**config.mk**
```make
export PLATFORM = sky130hd
export DESIGN_NAME = cmp_irq_timer
export DESIGN_NICKNAME = d
export VERILOG_FILES = /design/src/rtl/cmpirq_pkg.sv /design/src/rtl/match_counter.sv /design/src/rtl/local_irq_stage.sv /design/src/rtl/ctrl_irq_channel.sv /design/src/rtl/cmp_irq_timer.sv
export SDC_FILE = /design/constraint.sdc
export NUM_CORES = 1
export LEC_CHECK = 0
export BUFFER_PORTS_ARGS = -buffer_cell sky130_fd_sc_hd__buf_2
export CORE_MARGIN = 10
export CORE_UTILIZATION = 50
export DETAILED_ROUTE_END_ITERATION = 7
export MAX_ROUTING_LAYER = met4
export PLACE_DENSITY = 0.75
export SLEW_MARGIN = 20
export SYNTH_ARGS = -nofsm -noshare
export SYNTH_HDL_FRONTEND = slang
export SYNTH_HIERARCHICAL = 1
export SYNTH_SLANG_ARGS = --single-unit
```
**constraint.sdc**
```tcl
create_clock -name clk -period 1.55 [get_ports clk]
set_clock_uncertainty 0.05 [all_clocks]
set_input_delay 0.31 -clock clk [delete_from_list [all_inputs] [get_ports clk]]
set_output_delay 0.31 -clock clk [all_outputs]
set_load 0.03 [all_outputs]
```
**src/rtl/cmpirq_pkg.sv**
```systemverilog
// Package: register addresses and field positions shared by the timer
// interrupt path and its testbench. Assumes a 3-bit register address.
package cmpirq_pkg;
    localparam int ADDR_W = 3;

    localparam logic [ADDR_W-1:0] A_RUN   = 3'd0;
    localparam logic [ADDR_W-1:0] A_COUNT = 3'd1;
    localparam logic [ADDR_W-1:0] A_CMP   = 3'd2;
    localparam logic [ADDR_W-1:0] A_LOCAL = 3'd3;
    localparam logic [ADDR_W-1:0] A_CHAN  = 3'd4;

    localparam int LOC_FLAG_BIT = 0;
    localparam int LOC_EN_BIT   = 1;
    localparam int CH_FLAG_BIT  = 0;
    localparam int CH_EN_BIT    = 1;
    localparam int CH_LVL_LO    = 2;
endpackage

```
**src/rtl/match_counter.sv**
```systemverilog
// Up-counter with compare. While run is high it advances once per clock.
// On an edge where it equals the compare value it returns to 0 and reports a
// match event for that cycle. A stopped counter never reports a match.
// Assumes: synchronous active-low reset.
module match_counter #(
    parameter int W = 8
) (
    input  logic         clk,
    input  logic         rst_n,
    input  logic         run,
    input  logic [W-1:0] cmp_val,
    output logic [W-1:0] count,
    output logic         match_evt
);
    logic [W-1:0] cnt_q;
    logic         equal;

    // Equality between the count and the compare value.
    assign equal     = (cnt_q == cmp_val);
    // A match event exists only in a running cycle.
    assign match_evt = run && equal;
    assign count     = cnt_q;

    // Count register: hold when stopped, wrap to zero on a match.
    always_ff @(posedge clk) begin
        if (!rst_n) begin
            cnt_q <= '0;
        end else if (run) begin
            if (equal) cnt_q <= '0;
            else       cnt_q <= cnt_q + W'(1);
        end
    end

    a_r1_hold_when_stopped: assert property (@(posedge clk) disable iff (!rst_n)
        !run |=> $stable(cnt_q));
    a_r2_wrap_after_match: assert property (@(posedge clk) disable iff (!rst_n)
        match_evt |=> (cnt_q == '0));
endmodule

```
**src/rtl/local_irq_stage.sv**
```systemverilog
// Peripheral-local interrupt stage: an enable and a flag. A match sets the
// flag only when enabled. Writing 1 clears the flag, and a set on the same
// edge wins. The request line mirrors the flag.
// Assumes: the enable and the clear strobe arrive already decoded.
module local_irq_stage (
    input  logic clk,
    input  logic rst_n,
    input  logic match_evt,
    input  logic cfg_wr,
    input  logic en_val,
    input  logic flag_clr,
    output logic flag,
    output logic en,
    output logic req
);
    logic flag_q;
    logic en_q;

    // Enable register, loaded on a write to the local register.
    always_ff @(posedge clk) begin
        if (!rst_n)      en_q <= 1'b0;
        else if (cfg_wr) en_q <= en_val;
    end

    // Flag register: an enabled match sets it, and a write of 1 clears it.
    always_ff @(posedge clk) begin
        if (!rst_n)                flag_q <= 1'b0;
        else if (match_evt && en_q) flag_q <= 1'b1;
        else if (flag_clr)         flag_q <= 1'b0;
    end

    assign flag = flag_q;
    assign en   = en_q;
    assign req  = flag_q;

    a_r3_no_set_when_disabled: assert property (@(posedge clk) disable iff (!rst_n)
        (!en_q && !flag_q) |=> !flag_q);
    a_r4_kept_without_clear: assert property (@(posedge clk) disable iff (!rst_n)
        (flag_q && !flag_clr) |=> flag_q);
endmodule

```
**src/rtl/ctrl_irq_channel.sv**
```systemverilog
// One interrupt-controller channel. The rising edge of the incoming request
// latches the channel flag, whatever the enable holds. The flag is cleared by
// writing 1, and a set on the same edge wins. The core sees a request only
// when the flag and the enable are both set. The level is shown at all times.
// Assumes: req_in is synchronous to clk.
module ctrl_irq_channel #(
    parameter int LVL_W = 3
) (
    input  logic             clk,
    input  logic             rst_n,
    input  logic             req_in,
    input  logic             cfg_wr,
    input  logic             en_val,
    input  logic [LVL_W-1:0] lvl_val,
    input  logic             flag_clr,
    output logic             flag,
    output logic             en,
    output logic [LVL_W-1:0] level,
    output logic             irq_req,
    output logic [LVL_W-1:0] irq_level
);
    logic             req_prev_q;
    logic             rise;
    logic             flag_q;
    logic             en_q;
    logic [LVL_W-1:0] lvl_q;

    // Delayed copy of the request for edge detection.
    always_ff @(posedge clk) begin
        if (!rst_n) req_prev_q <= 1'b0;
        else        req_prev_q <= req_in;
    end

    assign rise = req_in && !req_prev_q;

    // Enable and level registers, loaded on a write to the channel register.
    always_ff @(posedge clk) begin
        if (!rst_n) begin
            en_q  <= 1'b0;
            lvl_q <= '0;
        end else if (cfg_wr) begin
            en_q  <= en_val;
            lvl_q <= lvl_val;
        end
    end

    // Channel flag: a request rise sets it, and a write of 1 clears it.
    always_ff @(posedge clk) begin
        if (!rst_n)        flag_q <= 1'b0;
        else if (rise)     flag_q <= 1'b1;
        else if (flag_clr) flag_q <= 1'b0;
    end

    assign flag      = flag_q;
    assign en        = en_q;
    assign level     = lvl_q;
    assign irq_req   = flag_q && en_q;
    assign irq_level = lvl_q;

    a_r5_latch_on_rise: assert property (@(posedge clk) disable iff (!rst_n)
        rise |=> flag_q);
    a_r6_kept_without_clear: assert property (@(posedge clk) disable iff (!rst_n)
        (flag_q && !flag_clr) |=> flag_q);
endmodule

```
**src/rtl/cmp_irq_timer.sv**
```systemverilog
// Top of the compare-match interrupt path. Decodes the register port, holds
// the run bit and the compare value, and joins the counter, the local stage
// and the controller channel. Reads are combinational from addr.
// Assumes: CNT_W >= CH_LVL_LO + LVL_W + 1, so every channel field fits.
module cmp_irq_timer
    import cmpirq_pkg::*;
#(
    parameter int CNT_W = 8,
    parameter int LVL_W = 3
) (
    input  logic              clk,
    input  logic              rst_n,
    input  logic              wr_en,
    input  logic [ADDR_W-1:0] addr,
    input  logic [CNT_W-1:0]  wdata,
    output logic [CNT_W-1:0]  rdata,
    output logic              irq_req,
    output logic [LVL_W-1:0]  irq_level
);
    localparam int CH_TRIG_BIT = CH_LVL_LO + LVL_W;

    logic             run_q;
    logic [CNT_W-1:0] cmp_q;
    logic [CNT_W-1:0] count;
    logic             match_evt;
    logic             loc_wr, ch_wr;
    logic             loc_flag, loc_en, loc_req;
    logic             ch_flag, ch_en;
    logic [LVL_W-1:0] ch_lvl;

    // Write decode for the two interrupt registers.
    assign loc_wr = wr_en && (addr == A_LOCAL);
    assign ch_wr  = wr_en && (addr == A_CHAN);

    // Run bit and compare value registers.
    always_ff @(posedge clk) begin
        if (!rst_n) begin
            run_q <= 1'b0;
            cmp_q <= '0;
        end else if (wr_en) begin
            if (addr == A_RUN) run_q <= wdata[0];
            if (addr == A_CMP) cmp_q <= wdata;
        end
    end

    match_counter #(.W(CNT_W)) u_cnt (
        .clk       (clk),
        .rst_n     (rst_n),
        .run       (run_q),
        .cmp_val   (cmp_q),
        .count     (count),
        .match_evt (match_evt)
    );

    local_irq_stage u_loc (
        .clk       (clk),
        .rst_n     (rst_n),
        .match_evt (match_evt),
        .cfg_wr    (loc_wr),
        .en_val    (wdata[LOC_EN_BIT]),
        .flag_clr  (loc_wr && wdata[LOC_FLAG_BIT]),
        .flag      (loc_flag),
        .en        (loc_en),
        .req       (loc_req)
    );

    ctrl_irq_channel #(.LVL_W(LVL_W)) u_ch (
        .clk       (clk),
        .rst_n     (rst_n),
        .req_in    (loc_req),
        .cfg_wr    (ch_wr),
        .en_val    (wdata[CH_EN_BIT]),
        .lvl_val   (wdata[CH_LVL_LO +: LVL_W]),
        .flag_clr  (ch_wr && wdata[CH_FLAG_BIT]),
        .flag      (ch_flag),
        .en        (ch_en),
        .level     (ch_lvl),
        .irq_req   (irq_req),
        .irq_level (irq_level)
    );

    // Read mux: assemble the addressed register; unmapped addresses read 0.
    always_comb begin
        rdata = '0;
        case (addr)
            A_RUN:   rdata[0] = run_q;
            A_COUNT: rdata    = count;
            A_CMP:   rdata    = cmp_q;
            A_LOCAL: begin
                rdata[LOC_FLAG_BIT] = loc_flag;
                rdata[LOC_EN_BIT]   = loc_en;
            end
            A_CHAN: begin
                rdata[CH_FLAG_BIT]           = ch_flag;
                rdata[CH_EN_BIT]             = ch_en;
                rdata[CH_LVL_LO +: LVL_W]    = ch_lvl;
                rdata[CH_TRIG_BIT]           = 1'b1;
            end
            default: rdata = '0;
        endcase
    end

    a_r7_level_changes_only_on_write: assert property (@(posedge clk) disable iff (!rst_n)
        !ch_wr |=> $stable(irq_level));
    a_r8_trigger_bit_reads_one: assert property (@(posedge clk) disable iff (!rst_n)
        (addr == A_CHAN) |-> rdata[CH_TRIG_BIT]);
endmodule

```
==> impl_metrics.prom, run 1 <==
# TYPE chip_impl_metric gauge
chip_impl_metric{name="syn-mean-instance-area",unit="um^2"} 9.36
chip_impl_metric{name="post_route_cells_drive_above_1_share",unit="%"} 40.4
chip_impl_metric{name="timing.critical_path.slowest_cell_delay",unit="ps"} 350
chip_impl_metric{name="cts-root-to-sink-buffers",unit=""} 2
chip_impl_metric{name="h_tree_lvl_count",unit=""} 1
chip_impl_info{name="critical_path_class",value="flip-flop to output pin"} 1
chip_impl_info{name="timing.critical_path.cells",value="mux2_4, a22oi_2, o22ai_2, buf_6"} 1
chip_impl_metric{name="synth-adder-area-share",unit="%"} 0.903
chip_impl_metric{name="slew_viol_final",unit=""} 0
chip_impl_metric{name="core_area",unit="um^2"} 2710
chip_impl_metric{name="number_of_cells_on_the_worst_hold_path",unit=""} 3
chip_impl_metric{name="antenna_cells_inserted",unit=""} 0
chip_impl_info{name="layout_common_cells",value="buf_4, buf_2, dfxtp_1, nor2b_1, mux2i_1"} 1
chip_impl_metric{name="final_antenna_net_count",unit=""} 0
chip_impl_metric{name="static-leakage-power",unit="nW"} 0.693
chip_impl_metric{name="grt_antenna_before_repair",unit=""} 0
chip_impl_metric{name="fraction_of_registers_with_async_set_reset",unit="%"} 0
chip_impl_metric{name="power_per_standard_cell_area",unit="nW/um^2"} 618
chip_impl_metric{name="port_buffers",unit=""} 25
chip_impl_metric{name="placedInstanceArea",unit="um^2"} 1620
chip_impl_metric{name="synth_simple_gate_area_share",unit="%"} 26.2
chip_impl_metric{name="seqPwrFrac",unit="%"} 59.5
chip_impl_info{name="postSynth.topFlopCell",value="dfxtp_1"} 1
chip_impl_metric{name="ys_warn_count",unit=""} 6
chip_impl_metric{name="synth.area.mux_share",unit="%"} 12.5
chip_impl_metric{name="synth-seq-area-share",unit="%"} 36.1
chip_impl_metric{name="clkPwrFrac",unit="%"} 25.9
chip_impl_info{name="failed_checks",value="setup timing"} 1
chip_impl_metric{name="critical_path_depth",unit=""} 4
chip_impl_metric{name="die_h",unit="um"} 72.6
chip_impl_metric{name="synth_enable_flop_cells",unit=""} 0
chip_impl_metric{name="routed_vias_inst",unit=""} 5.39
chip_impl_info{name="critical_path.startpoint_type",value="flip-flop"} 1
chip_impl_metric{name="first_pass_iters",unit=""} 4
chip_impl_metric{name="detailroute.via_count",unit=""} 1180
chip_impl_metric{name="grt_first_pass_wirelength",unit="um"} 5710
chip_impl_info{name="outcome",value="finished, violations left"} 1
chip_impl_metric{name="synth_fp_nets",unit=""} 163
chip_impl_metric{name="num-nets-final",unit=""} 204
chip_impl_metric{name="r2r.worst_path.cells",unit=""} 6
chip_impl_metric{name="first_global_vias",unit=""} 1251
chip_impl_metric{name="timing.final.setup_violations",unit=""} 4
chip_impl_metric{name="power.share.combinational",unit="%"} 14.6
chip_impl_metric{name="peak_supply_drop",unit="uV"} 580
chip_impl_metric{name="drt-initial-drc-count",unit=""} 23
chip_impl_metric{name="synth_compound_area_share",unit="%"} 9.58
chip_impl_metric{name="post_synth_xor_area_fraction",unit="%"} 9.49
chip_impl_metric{name="n_fill_cell",unit=""} 216
chip_impl_metric{name="total_net_switching_power",unit="W"} 0.000277
chip_impl_metric{name="final.period_utilization",unit="%"} 109
chip_impl_metric{name="die_w",unit="um"} 72.6
chip_impl_metric{name="final_cell_area",unit="um^2"} 1790
chip_impl_info{name="hold_class",value="primary input to flip-flop"} 1
chip_impl_info{name="top_post_synthesis_cells_by_area",value="dfxtp_1, mux2i_1, xnor2_1"} 1
chip_impl_metric{name="synthesis.area",unit="um^2"} 1390
chip_impl_metric{name="dp.cells",unit=""} 209
chip_impl_metric{name="finalWirelength",unit="um"} 3330
chip_impl_metric{name="crit_buf_inv",unit=""} 1
chip_impl_metric{name="fmax",unit="MHz"} 590
chip_impl_info{name="root_buffer",value="clkbuf_4"} 1
chip_impl_metric{name="floorplan.initialDensity",unit="%"} 51.1
chip_impl_info{name="synth_top_family_by_area",value="simple AND/OR/NAND/NOR gates"} 1
chip_impl_metric{name="number_of_maximum_capacitance_constraint_violations",unit=""} 0
chip_impl_metric{name="finalSetupTns",unit="ps"} -285
chip_impl_metric{name="finalNonFillerCells",unit=""} 219
chip_impl_metric{name="num_io_pins",unit=""} 26
chip_impl_metric{name="fin_crit",unit="ps"} 1690
chip_impl_metric{name="track_usage",unit="%"} 13.3
chip_impl_metric{name="ys_seq_elements",unit=""} 25
chip_impl_metric{name="dp_worst_slack",unit="ps"} -41.0
chip_impl_info{name="layout.cells.most_common",value="buf_4"} 1
chip_impl_info{name="tritoncts",value="yes"} 1
chip_impl_info{name="unrepaired_setup_endpoints_after_global_routing",value="yes"} 1
chip_impl_metric{name="cts_inserted_buffers",unit=""} 3
chip_impl_metric{name="netlist.area_leader.share",unit="%"} 36.1
chip_impl_info{name="category_of_the_worst_setup_path_capture_point",value="output pin"} 1
chip_impl_metric{name="hpwl",unit="um"} 2480
chip_impl_info{name="cp_top_family",value="flip-flops"} 1
chip_impl_metric{name="final_hold_viol_count",unit=""} 0
chip_impl_metric{name="cellInternalPower",unit="W"} 0.000828
chip_impl_metric{name="worstMarginPinSlew",unit="ps"} 279
chip_impl_metric{name="syn_to_final_growth",unit="%"} 29.1
chip_impl_metric{name="overflow",unit=""} 0
chip_impl_metric{name="total_power",unit="W"} 0.00111
chip_impl_metric{name="clk_pin_slew_worst_paths",unit="ps"} 130
chip_impl_metric{name="post_drt_wl_per_cell",unit="um"} 15.2
chip_impl_info{name="crit_slowest_cell",value="dfxtp_2"} 1
chip_impl_metric{name="rows",unit=""} 19
chip_impl_metric{name="synthDistinctLibCells",unit=""} 35
chip_impl_metric{name="synth_cells",unit=""} 148
chip_impl_metric{name="worst-endpoint-arrival",unit="ps"} 1330
chip_impl_metric{name="slew_headroom",unit="%"} 81.4
chip_impl_metric{name="place_congestion",unit=""} 0.859
chip_impl_info{name="synthDominantAreaCellType",value="dfxtp_1"} 1
chip_impl_metric{name="final.setup.worst_slack",unit="ps"} -144
chip_impl_metric{name="die_area",unit="um^2"} 5280
chip_impl_metric{name="cp_data_required_time",unit="ps"} 1190
chip_impl_metric{name="pin_count_of_the_biggest_net_entering_global_routing",unit=""} 19
chip_impl_metric{name="ctsHoldBuffers",unit=""} 0
chip_impl_metric{name="max_fo_critical_path",unit=""} 2
chip_impl_metric{name="netSwitchingFraction",unit="%"} 25.1
chip_impl_metric{name="post-route-drc-count",unit=""} 0
chip_impl_metric{name="clock_sink_count",unit=""} 25
chip_impl_metric{name="clock_insertion_delay_worst_skew",unit="ps"} 310
-- power groups by stage --
stage	Combinational (W)	Sequential, W	Clock (W)
6_report	0.000161	0.000658	0.000286
5_1_grt	0.000175	0.000660	0.000323
4_1_cts	0.000145	0.000658	0.000297
3_5_place_dp	0.000140	0.000674	0
3_3_place_gp	0.000135	0.000674	0
2_1_floorplan	0.0000827	0.000675	0
-- Yosys cell counts (4+ instances only) --
library cell  count
dfxtp_1          25
mux2i_1          15
nor2b_1          15
nor2_1           12
nand2_1          11
xnor2_1          11
a22oi_1           7
and2_1            4
buf_2             4
buf_4             4
nand4_1           4
xor2_1            4
-- per-layer routing --
metal	global-route usage, %	wire (um)	vias up
met5	-	0	-
met1	16.3	1530	557
met4	4.85	46	0
met3	3.54	188	6
li1	-	-	586
met2	20.5	1560	31
-- tightest hold or removal path, cell delays in order --
cell	delay (ps)
buf_2	70
mux2i_1	60
nor2b_1	100
-- flip-flops by register name (all words and copies together) (netlist names) --
register	flops
u_ch/en	1
run_q	1
u_ch/flag	1
u_cnt/count	8
u_ch/irq_level	3
u_loc/en	1
u_loc/flag	1
u_ch/req_prev_q	1
cmp_q	8
-- repair_timing --
item                       4_1_cts  5_1_grt
setup endpoints to repair        6       16
pin swaps                        1        5
buffers inserted                 4        2
resized for setup               12       24
-- layout make-up --
type                            count  area, um^2  area share (%)
Clock buffer                        4        26.3            1.47
Sequential cell                    25         513            28.7
Multi-Input combinational cell    113         877            49.1
Timing Repair Buffer               46         333            18.6
Tap cell                           31        38.8            2.17
-- cells by family (layout without fill, tap and decap cells) --
group	Yosys count	in the layout
and+or+nand+nor	62	62
DFF	25	25
AOI/OAI and AO/OA	18	18
muxes	17	17
xor gates and xnor gates	15	15
buffers and inverters	10	50
adders and majority gates	1	1
-- per-stage QoR --
| stage | hold slack, ps | util (%) |
|---|---|---|
| global placement | 417 | 59.7 |
| detailed placement | 415 | 59.7 |
| global route | 220 | 66.0 |
| finish | 208 | 66.0 |
| floorplan | 387 | - |
| CTS | 203 | 62.9 |
-- worst paths after layout --
path / start / endpoint / slack [ps]
hold reg to reg: u_loc/en / u_loc/flag / 430
setup reg to reg: u_cnt/count[1] / u_cnt/count[4] / 40
hold / removal: wdata[6] / cmp_q[6] / 210
setup / recovery: u_cnt/count[0] / rdata[0] / -140
Note: power is estimated with default switching activity, not from simulation.
==> run 2, diff against run 1 <==
Settings changed: CORE_UTILIZATION 50 to 54, PLACE_DENSITY 0.75 to 0.8.
==> impl_metrics.prom, run 2 (synthesis results as in run 1) <==
# TYPE chip_impl_metric gauge
chip_impl_info{name="outcome",value="finished, violations left"} 1
chip_impl_info{name="failed_checks",value="setup timing"} 1
chip_impl_info{name="worst_hold_path.endpoint",value="cmp_q[2]"} 1
chip_impl_metric{name="clock_insertion_delay_worst_skew",unit="ps"} 330
chip_impl_metric{name="number_of_maximum_capacitance_constraint_violations",unit=""} 0
chip_impl_metric{name="max_fo_critical_path",unit=""} 2
chip_impl_metric{name="dp.cells",unit=""} 208
chip_impl_metric{name="hold_slack",unit="ps"} 202
chip_impl_metric{name="num-nets-final",unit=""} 204
chip_impl_metric{name="hpwl",unit="um"} 2630
chip_impl_metric{name="final.setup.worst_slack",unit="ps"} -123
chip_impl_metric{name="final.period_utilization",unit="%"} 108
chip_impl_info{name="root_buffer",value="clkbuf_4"} 1
chip_impl_metric{name="final_cell_area",unit="um^2"} 1750
chip_impl_metric{name="slew_viol_final",unit=""} 0
chip_impl_metric{name="cts-root-to-sink-buffers",unit=""} 2
chip_impl_metric{name="syn_to_final_growth",unit="%"} 26.6
chip_impl_metric{name="port_buffers",unit=""} 25
chip_impl_metric{name="h_tree_lvl_count",unit=""} 1
chip_impl_metric{name="place_congestion",unit=""} 0.925
chip_impl_metric{name="first_pass_iters",unit=""} 4
chip_impl_metric{name="grt_antenna_before_repair",unit=""} 0
chip_impl_info{name="category_of_the_worst_setup_path_capture_point",value="output pin"} 1
chip_impl_metric{name="cts_inserted_buffers",unit=""} 3
chip_impl_info{name="tritoncts",value="yes"} 1
chip_impl_metric{name="peak_supply_drop",unit="uV"} 543
chip_impl_metric{name="placedInstanceArea",unit="um^2"} 1620
chip_impl_metric{name="routed_vias_inst",unit=""} 5.46
chip_impl_metric{name="setup_slack_reg_to_reg",unit="ps"} 100
chip_impl_metric{name="timing.final.setup_violations",unit=""} 6
chip_impl_info{name="holdCritStartpoint",value="wdata[2]"} 1
chip_impl_metric{name="dp_worst_slack",unit="ps"} -45.4
chip_impl_metric{name="die_w",unit="um"} 70.6
chip_impl_metric{name="post_drt_wl_per_cell",unit="um"} 16.0
chip_impl_metric{name="rows",unit=""} 18
chip_impl_metric{name="detailroute.via_count",unit=""} 1191
chip_impl_metric{name="post-route-drc-count",unit=""} 0
chip_impl_metric{name="fin_crit",unit="ps"} 1670
chip_impl_metric{name="core_area",unit="um^2"} 2450
chip_impl_metric{name="timing.critical_path.slowest_cell_delay",unit="ps"} 360
chip_impl_metric{name="final_hold_viol_count",unit=""} 0
chip_impl_metric{name="r2r.worst_path.cells",unit=""} 6
chip_impl_metric{name="post_route_cells_drive_above_1_share",unit="%"} 38.3
chip_impl_info{name="unrepaired_setup_endpoints_after_global_routing",value="yes"} 1
chip_impl_info{name="timing.critical_path.cells",value="mux2_4, a22oi_2, o22ai_2, buf_6"} 1
chip_impl_info{name="layout_common_cells",value="buf_4, buf_2, dfxtp_1, nor2b_1, mux2i_1"} 1
chip_impl_metric{name="worst-endpoint-arrival",unit="ps"} 1310
chip_impl_metric{name="floorplan.initialDensity",unit="%"} 56.4
chip_impl_metric{name="clock_sink_count",unit=""} 25
chip_impl_info{name="timing.rr.end",value="u_cnt/count[6]"} 1
chip_impl_metric{name="num_io_pins",unit=""} 26
chip_impl_metric{name="static-leakage-power",unit="nW"} 0.682
chip_impl_metric{name="pin_count_of_the_biggest_net_entering_global_routing",unit=""} 19
chip_impl_metric{name="die_area",unit="um^2"} 4990
chip_impl_metric{name="track_usage",unit="%"} 14.0
chip_impl_metric{name="worstMarginPinSlew",unit="ps"} 298
chip_impl_info{name="critical_path.startpoint_type",value="flip-flop"} 1
chip_impl_info{name="crit_slowest_cell",value="dfxtp_2"} 1
chip_impl_metric{name="final_antenna_net_count",unit=""} 0
chip_impl_metric{name="slew_headroom",unit="%"} 80.2
chip_impl_metric{name="clk_pin_slew_worst_paths",unit="ps"} 150
chip_impl_metric{name="fmax",unit="MHz"} 598
chip_impl_info{name="rr_startpoint",value="u_cnt/count[0]"} 1
chip_impl_metric{name="antenna_cells_inserted",unit=""} 0
chip_impl_metric{name="drt-initial-drc-count",unit=""} 83
chip_impl_info{name="layout.cells.most_common",value="buf_4"} 1
chip_impl_metric{name="cp_data_required_time",unit="ps"} 1190
chip_impl_metric{name="finalNonFillerCells",unit=""} 218
chip_impl_metric{name="grt_first_pass_wirelength",unit="um"} 5830
chip_impl_info{name="hold_class",value="primary input to flip-flop"} 1
chip_impl_metric{name="power_per_standard_cell_area",unit="nW/um^2"} 637
chip_impl_metric{name="number_of_cells_on_the_worst_hold_path",unit=""} 3
chip_impl_metric{name="overflow",unit=""} 0
chip_impl_metric{name="finalSetupTns",unit="ps"} -401
chip_impl_metric{name="finalWirelength",unit="um"} 3480
chip_impl_metric{name="die_h",unit="um"} 70.6
chip_impl_info{name="critical_path_class",value="flip-flop to output pin"} 1
chip_impl_metric{name="first_global_vias",unit=""} 1318
[run 2: worst max path at each step]
| stage | depth (start not counted) | end | from |
|---|---|---|---|
| after floorplan | 4 | rdata[5] | addr[1] |
| after global routing | 4 | rdata[0] | u_loc/flag |
| after CTS | 4 | rdata[0] | u_loc/flag |
| final | 4 | rdata[0] | u_loc/flag |
| after detailed placement | 5 | rdata[0] | addr[1] |
| after global placement | 6 | rdata[5] | addr[0] |
[run 2: layer usage]
layer / GRT usage, % / wire length (um)
met1: 15.9 / 1580
met2: 24.2 / 1690
met3: 2.51 / 176
met4: 4.73 / 28
met5: - / 0
[run 2: through the flow]
step                      utilization [%]  total power [W]
after floorplan                         -         0.000757
after global placement               65.9         0.000808
after detailed placement             65.9         0.000815
after CTS                            70.4          0.00112
after global routing                 71.5          0.00116
final                                71.5          0.00112
[run 2: final cells by class]
class                   instances  area [um^2]
clock buffers                   3         22.5
clock inverters                 1         7.51
well taps                      30         37.5
multi-input cells             113          851
repair buffers                 46          323
flip-flops and latches         25          513
fillers                       196          701
[run 2: power by group]
group,internal [W],leakage [nW],switching (W)
logic,0.0000764,0.462,0.0000828
registers,0.000650,0.206,0.00000820
clock network,0.0000986,0.0139,0.000201
total,0.000825,0.682,0.000292
[run 2: timing repair]
item	in CTS	in global routing
buffers inserted	4	3
endpoints found under the hold margin	0	0
resized for setup	20	3
hold buffers	0	0
endpoints found under the setup margin	8	16
pin swaps	2	5
[run 2: worst max-delay path, delay by kind of cell (launching register included)]
family                 cells  cell delay [ps]
flip-flops                 1              360
multiplexers               1              260
buffers and inverters      1              150
AO/OA/AOI/OAI              2              230
==> run 3, diff against run 2 <==
Settings changed: CORE_UTILIZATION 54 to 40, PLACE_DENSITY 0.8 to 0.63, SKIP_LAST_GASP from default to 1.
==> impl_metrics.prom, run 3 (synthesis results as in run 1) <==
# TYPE chip_impl_metric gauge
chip_impl_metric{name="overflow",unit=""} 0
chip_impl_metric{name="final.period_utilization",unit="%"} 109
chip_impl_metric{name="antenna_cells_inserted",unit=""} 0
chip_impl_metric{name="ctsHoldBuffers",unit=""} 0
chip_impl_metric{name="pin_count_of_the_biggest_net_entering_global_routing",unit=""} 19
chip_impl_metric{name="finalNonFillerCells",unit=""} 241
chip_impl_metric{name="dp.cells",unit=""} 228
chip_impl_metric{name="post-route-drc-count",unit=""} 0
chip_impl_metric{name="worstMarginPinSlew",unit="ps"} 299
chip_impl_metric{name="first_pass_iters",unit=""} 4
chip_impl_metric{name="rows",unit=""} 21
chip_impl_metric{name="fmax",unit="MHz"} 590
chip_impl_metric{name="slew_headroom",unit="%"} 80.0
chip_impl_metric{name="die_area",unit="um^2"} 6220
chip_impl_metric{name="multiInputGateArea",unit="um^2"} 866
chip_impl_info{name="critical_path.startpoint_type",value="flip-flop"} 1
chip_impl_metric{name="fin_crit",unit="ps"} 1690
chip_impl_info{name="root_buffer",value="clkbuf_4"} 1
chip_impl_metric{name="setup_slack_reg_to_reg",unit="ps"} 50
chip_impl_info{name="timing.rr.end",value="u_cnt/count[2]"} 1
chip_impl_metric{name="cts-root-to-sink-buffers",unit=""} 2
chip_impl_metric{name="timing.critical_path.slowest_cell_delay",unit="ps"} 350
chip_impl_metric{name="finalWirelength",unit="um"} 3540
chip_impl_metric{name="clock_sink_count",unit=""} 25
chip_impl_info{name="hold_class",value="primary input to flip-flop"} 1
chip_impl_metric{name="static-leakage-power",unit="nW"} 0.725
chip_impl_metric{name="r2r.worst_path.cells",unit=""} 6
chip_impl_metric{name="hpwl",unit="um"} 2700
chip_impl_metric{name="finalSetupTns",unit="ps"} -144
chip_impl_metric{name="h_tree_lvl_count",unit=""} 1
chip_impl_metric{name="post_drt_wl_per_cell",unit="um"} 14.7
chip_impl_metric{name="n_fill_cell",unit=""} 322
chip_impl_info{name="crit_slowest_cell",value="dfxtp_2"} 1
chip_impl_metric{name="gr_layer_usage_met3",unit="%"} 2.59
chip_impl_info{name="outcome",value="finished, violations left"} 1
chip_impl_info{name="layout.cells.most_common",value="buf_4"} 1
chip_impl_metric{name="routed_vias_inst",unit=""} 5.00
chip_impl_metric{name="grt_first_pass_wirelength",unit="um"} 5920
chip_impl_info{name="rr_startpoint",value="u_cnt/count[1]"} 1
chip_impl_metric{name="post_route_cells_drive_above_1_share",unit="%"} 42.6
chip_impl_metric{name="number_of_cells_on_the_worst_hold_path",unit=""} 3
chip_impl_metric{name="area_used_by_sequential_logic_in_the_layout",unit="um^2"} 515
chip_impl_metric{name="place_congestion",unit=""} 0.814
chip_impl_info{name="category_of_the_worst_setup_path_capture_point",value="output pin"} 1
chip_impl_metric{name="port_buffers",unit=""} 25
chip_impl_info{name="failed_checks",value="setup timing"} 1
chip_impl_metric{name="worst-endpoint-arrival",unit="ps"} 1330
chip_impl_info{name="top_usage_layer",value="met2"} 1
chip_impl_metric{name="finish.utilization",unit="%"} 55.4
chip_impl_metric{name="peak_supply_drop",unit="uV"} 417
chip_impl_metric{name="globalRouteMet1Util",unit="%"} 14.2
chip_impl_metric{name="die_h",unit="um"} 78.8
chip_impl_info{name="critical_path_class",value="flip-flop to output pin"} 1
chip_impl_metric{name="first_global_vias",unit=""} 1300
chip_impl_metric{name="number_of_maximum_capacitance_constraint_violations",unit=""} 0
chip_impl_metric{name="grt_antenna_before_repair",unit=""} 0
chip_impl_metric{name="final_hold_viol_count",unit=""} 0
chip_impl_metric{name="syn_to_final_growth",unit="%"} 33.5
chip_impl_info{name="unrepaired_setup_endpoints_after_global_routing",value="yes"} 1
chip_impl_metric{name="core_area",unit="um^2"} 3340
chip_impl_metric{name="power_per_standard_cell_area",unit="nW/um^2"} 596
chip_impl_metric{name="final_antenna_net_count",unit=""} 0
chip_impl_metric{name="die_w",unit="um"} 78.8
chip_impl_metric{name="floorplan.initialDensity",unit="%"} 41.5
chip_impl_metric{name="num_io_pins",unit=""} 26
chip_impl_info{name="worst_hold_path.endpoint",value="cmp_q[5]"} 1
chip_impl_metric{name="clk_pin_slew_worst_paths",unit="ps"} 130
chip_impl_metric{name="slew_viol_final",unit=""} 0
chip_impl_metric{name="drt-initial-drc-count",unit=""} 33
chip_impl_metric{name="clock_insertion_delay_worst_skew",unit="ps"} 310
chip_impl_metric{name="detailroute.via_count",unit=""} 1204
chip_impl_info{name="layout_common_cells",value="buf_4, nor2b_1, mux2i_1, dfxtp_1, buf_2"} 1
chip_impl_metric{name="cts_inserted_buffers",unit=""} 3
chip_impl_metric{name="total_power",unit="W"} 0.00110
chip_impl_metric{name="timing.final.setup_violations",unit=""} 1
chip_impl_metric{name="cp_data_required_time",unit="ps"} 1190
chip_impl_metric{name="final.setup.worst_slack",unit="ps"} -144
chip_impl_metric{name="track_usage",unit="%"} 11.8
chip_impl_info{name="timing.critical_path.cells",value="mux2_1, a22oi_2, o22ai_2, buf_6"} 1
chip_impl_metric{name="max_fo_critical_path",unit=""} 2
chip_impl_info{name="tritoncts",value="yes"} 1
chip_impl_metric{name="num-nets-final",unit=""} 211
chip_impl_metric{name="met2_usage",unit="%"} 19.2
chip_impl_info{name="holdCritStartpoint",value="wdata[5]"} 1
chip_impl_metric{name="dp_worst_slack",unit="ps"} -56.3
## run 3: changes by cell type in the layout (fill, tap and decap cells not counted), moves of 2 or more
cell	delta
a22oi_1	-2
dfxtp_1	-2
a22oi_2	+2
dfxtp_2	+2
buf_4	+12
mux2_4	-2
buf_2	-5
## run 3: timing repair
action | CTS | global route
pin swaps | 0 | 1
setup endpoints to repair | 8 | 16
gates resized for setup | 24 | 10
buffers inserted | 6 | 3
## run 3: how the worst max path moves through the flow
stage | startpoint | endpoint | slack (ps)
2_1_floorplan | addr[1] | rdata[5] | -60
3_3_place_gp | addr[0] | rdata[5] | -70
3_5_place_dp | addr[1] | rdata[0] | -60
4_1_cts | u_loc/flag | rdata[0] | -160
5_1_grt | u_loc/flag | rdata[0] | -220
6_report | u_cnt/count[0] | rdata[0] | -140
## run 3: where the power goes
group	switching, W	internal, W
Combinational	0.0000827	0.0000790
Clock	0.000183	0.000100
Sequential	0.00000823	0.000650
Total	0.000274	0.000829
## run 3: worst max-delay path, delay by kind of cell (launching register included)
kind                   cells  cell delay (ps)
AO/OA/AOI/OAI              2              240
buffers and inverters      1              150
multiplexers               1              300
flip-flops                 1              350
## run 3: final cells by class
cell class | count | share of cell area, %
multi-input cells | 113 | 46.8
flip-flops and latches | 25 | 27.9
repair buffers | 53 | 20.8
clock buffers | 4 | 1.42
well taps | 46 | 3.11
## run 3: routing by layer
metal / part of all wire (%) / vias to the layer above
met5: 0 / -
met4: 0.76 / 0
met3: 4.8 / 4
met2: 47 / 29
met1: 47 / 567
li1: - / 604
## run 3: per-stage QoR
step                cell area, um^2  hold slack, ps
finish                         1850             208
global placement               1670             425
floorplan                      1400             387
CTS                            1800             200
global route                   1850             213
detailed placement             1670             427
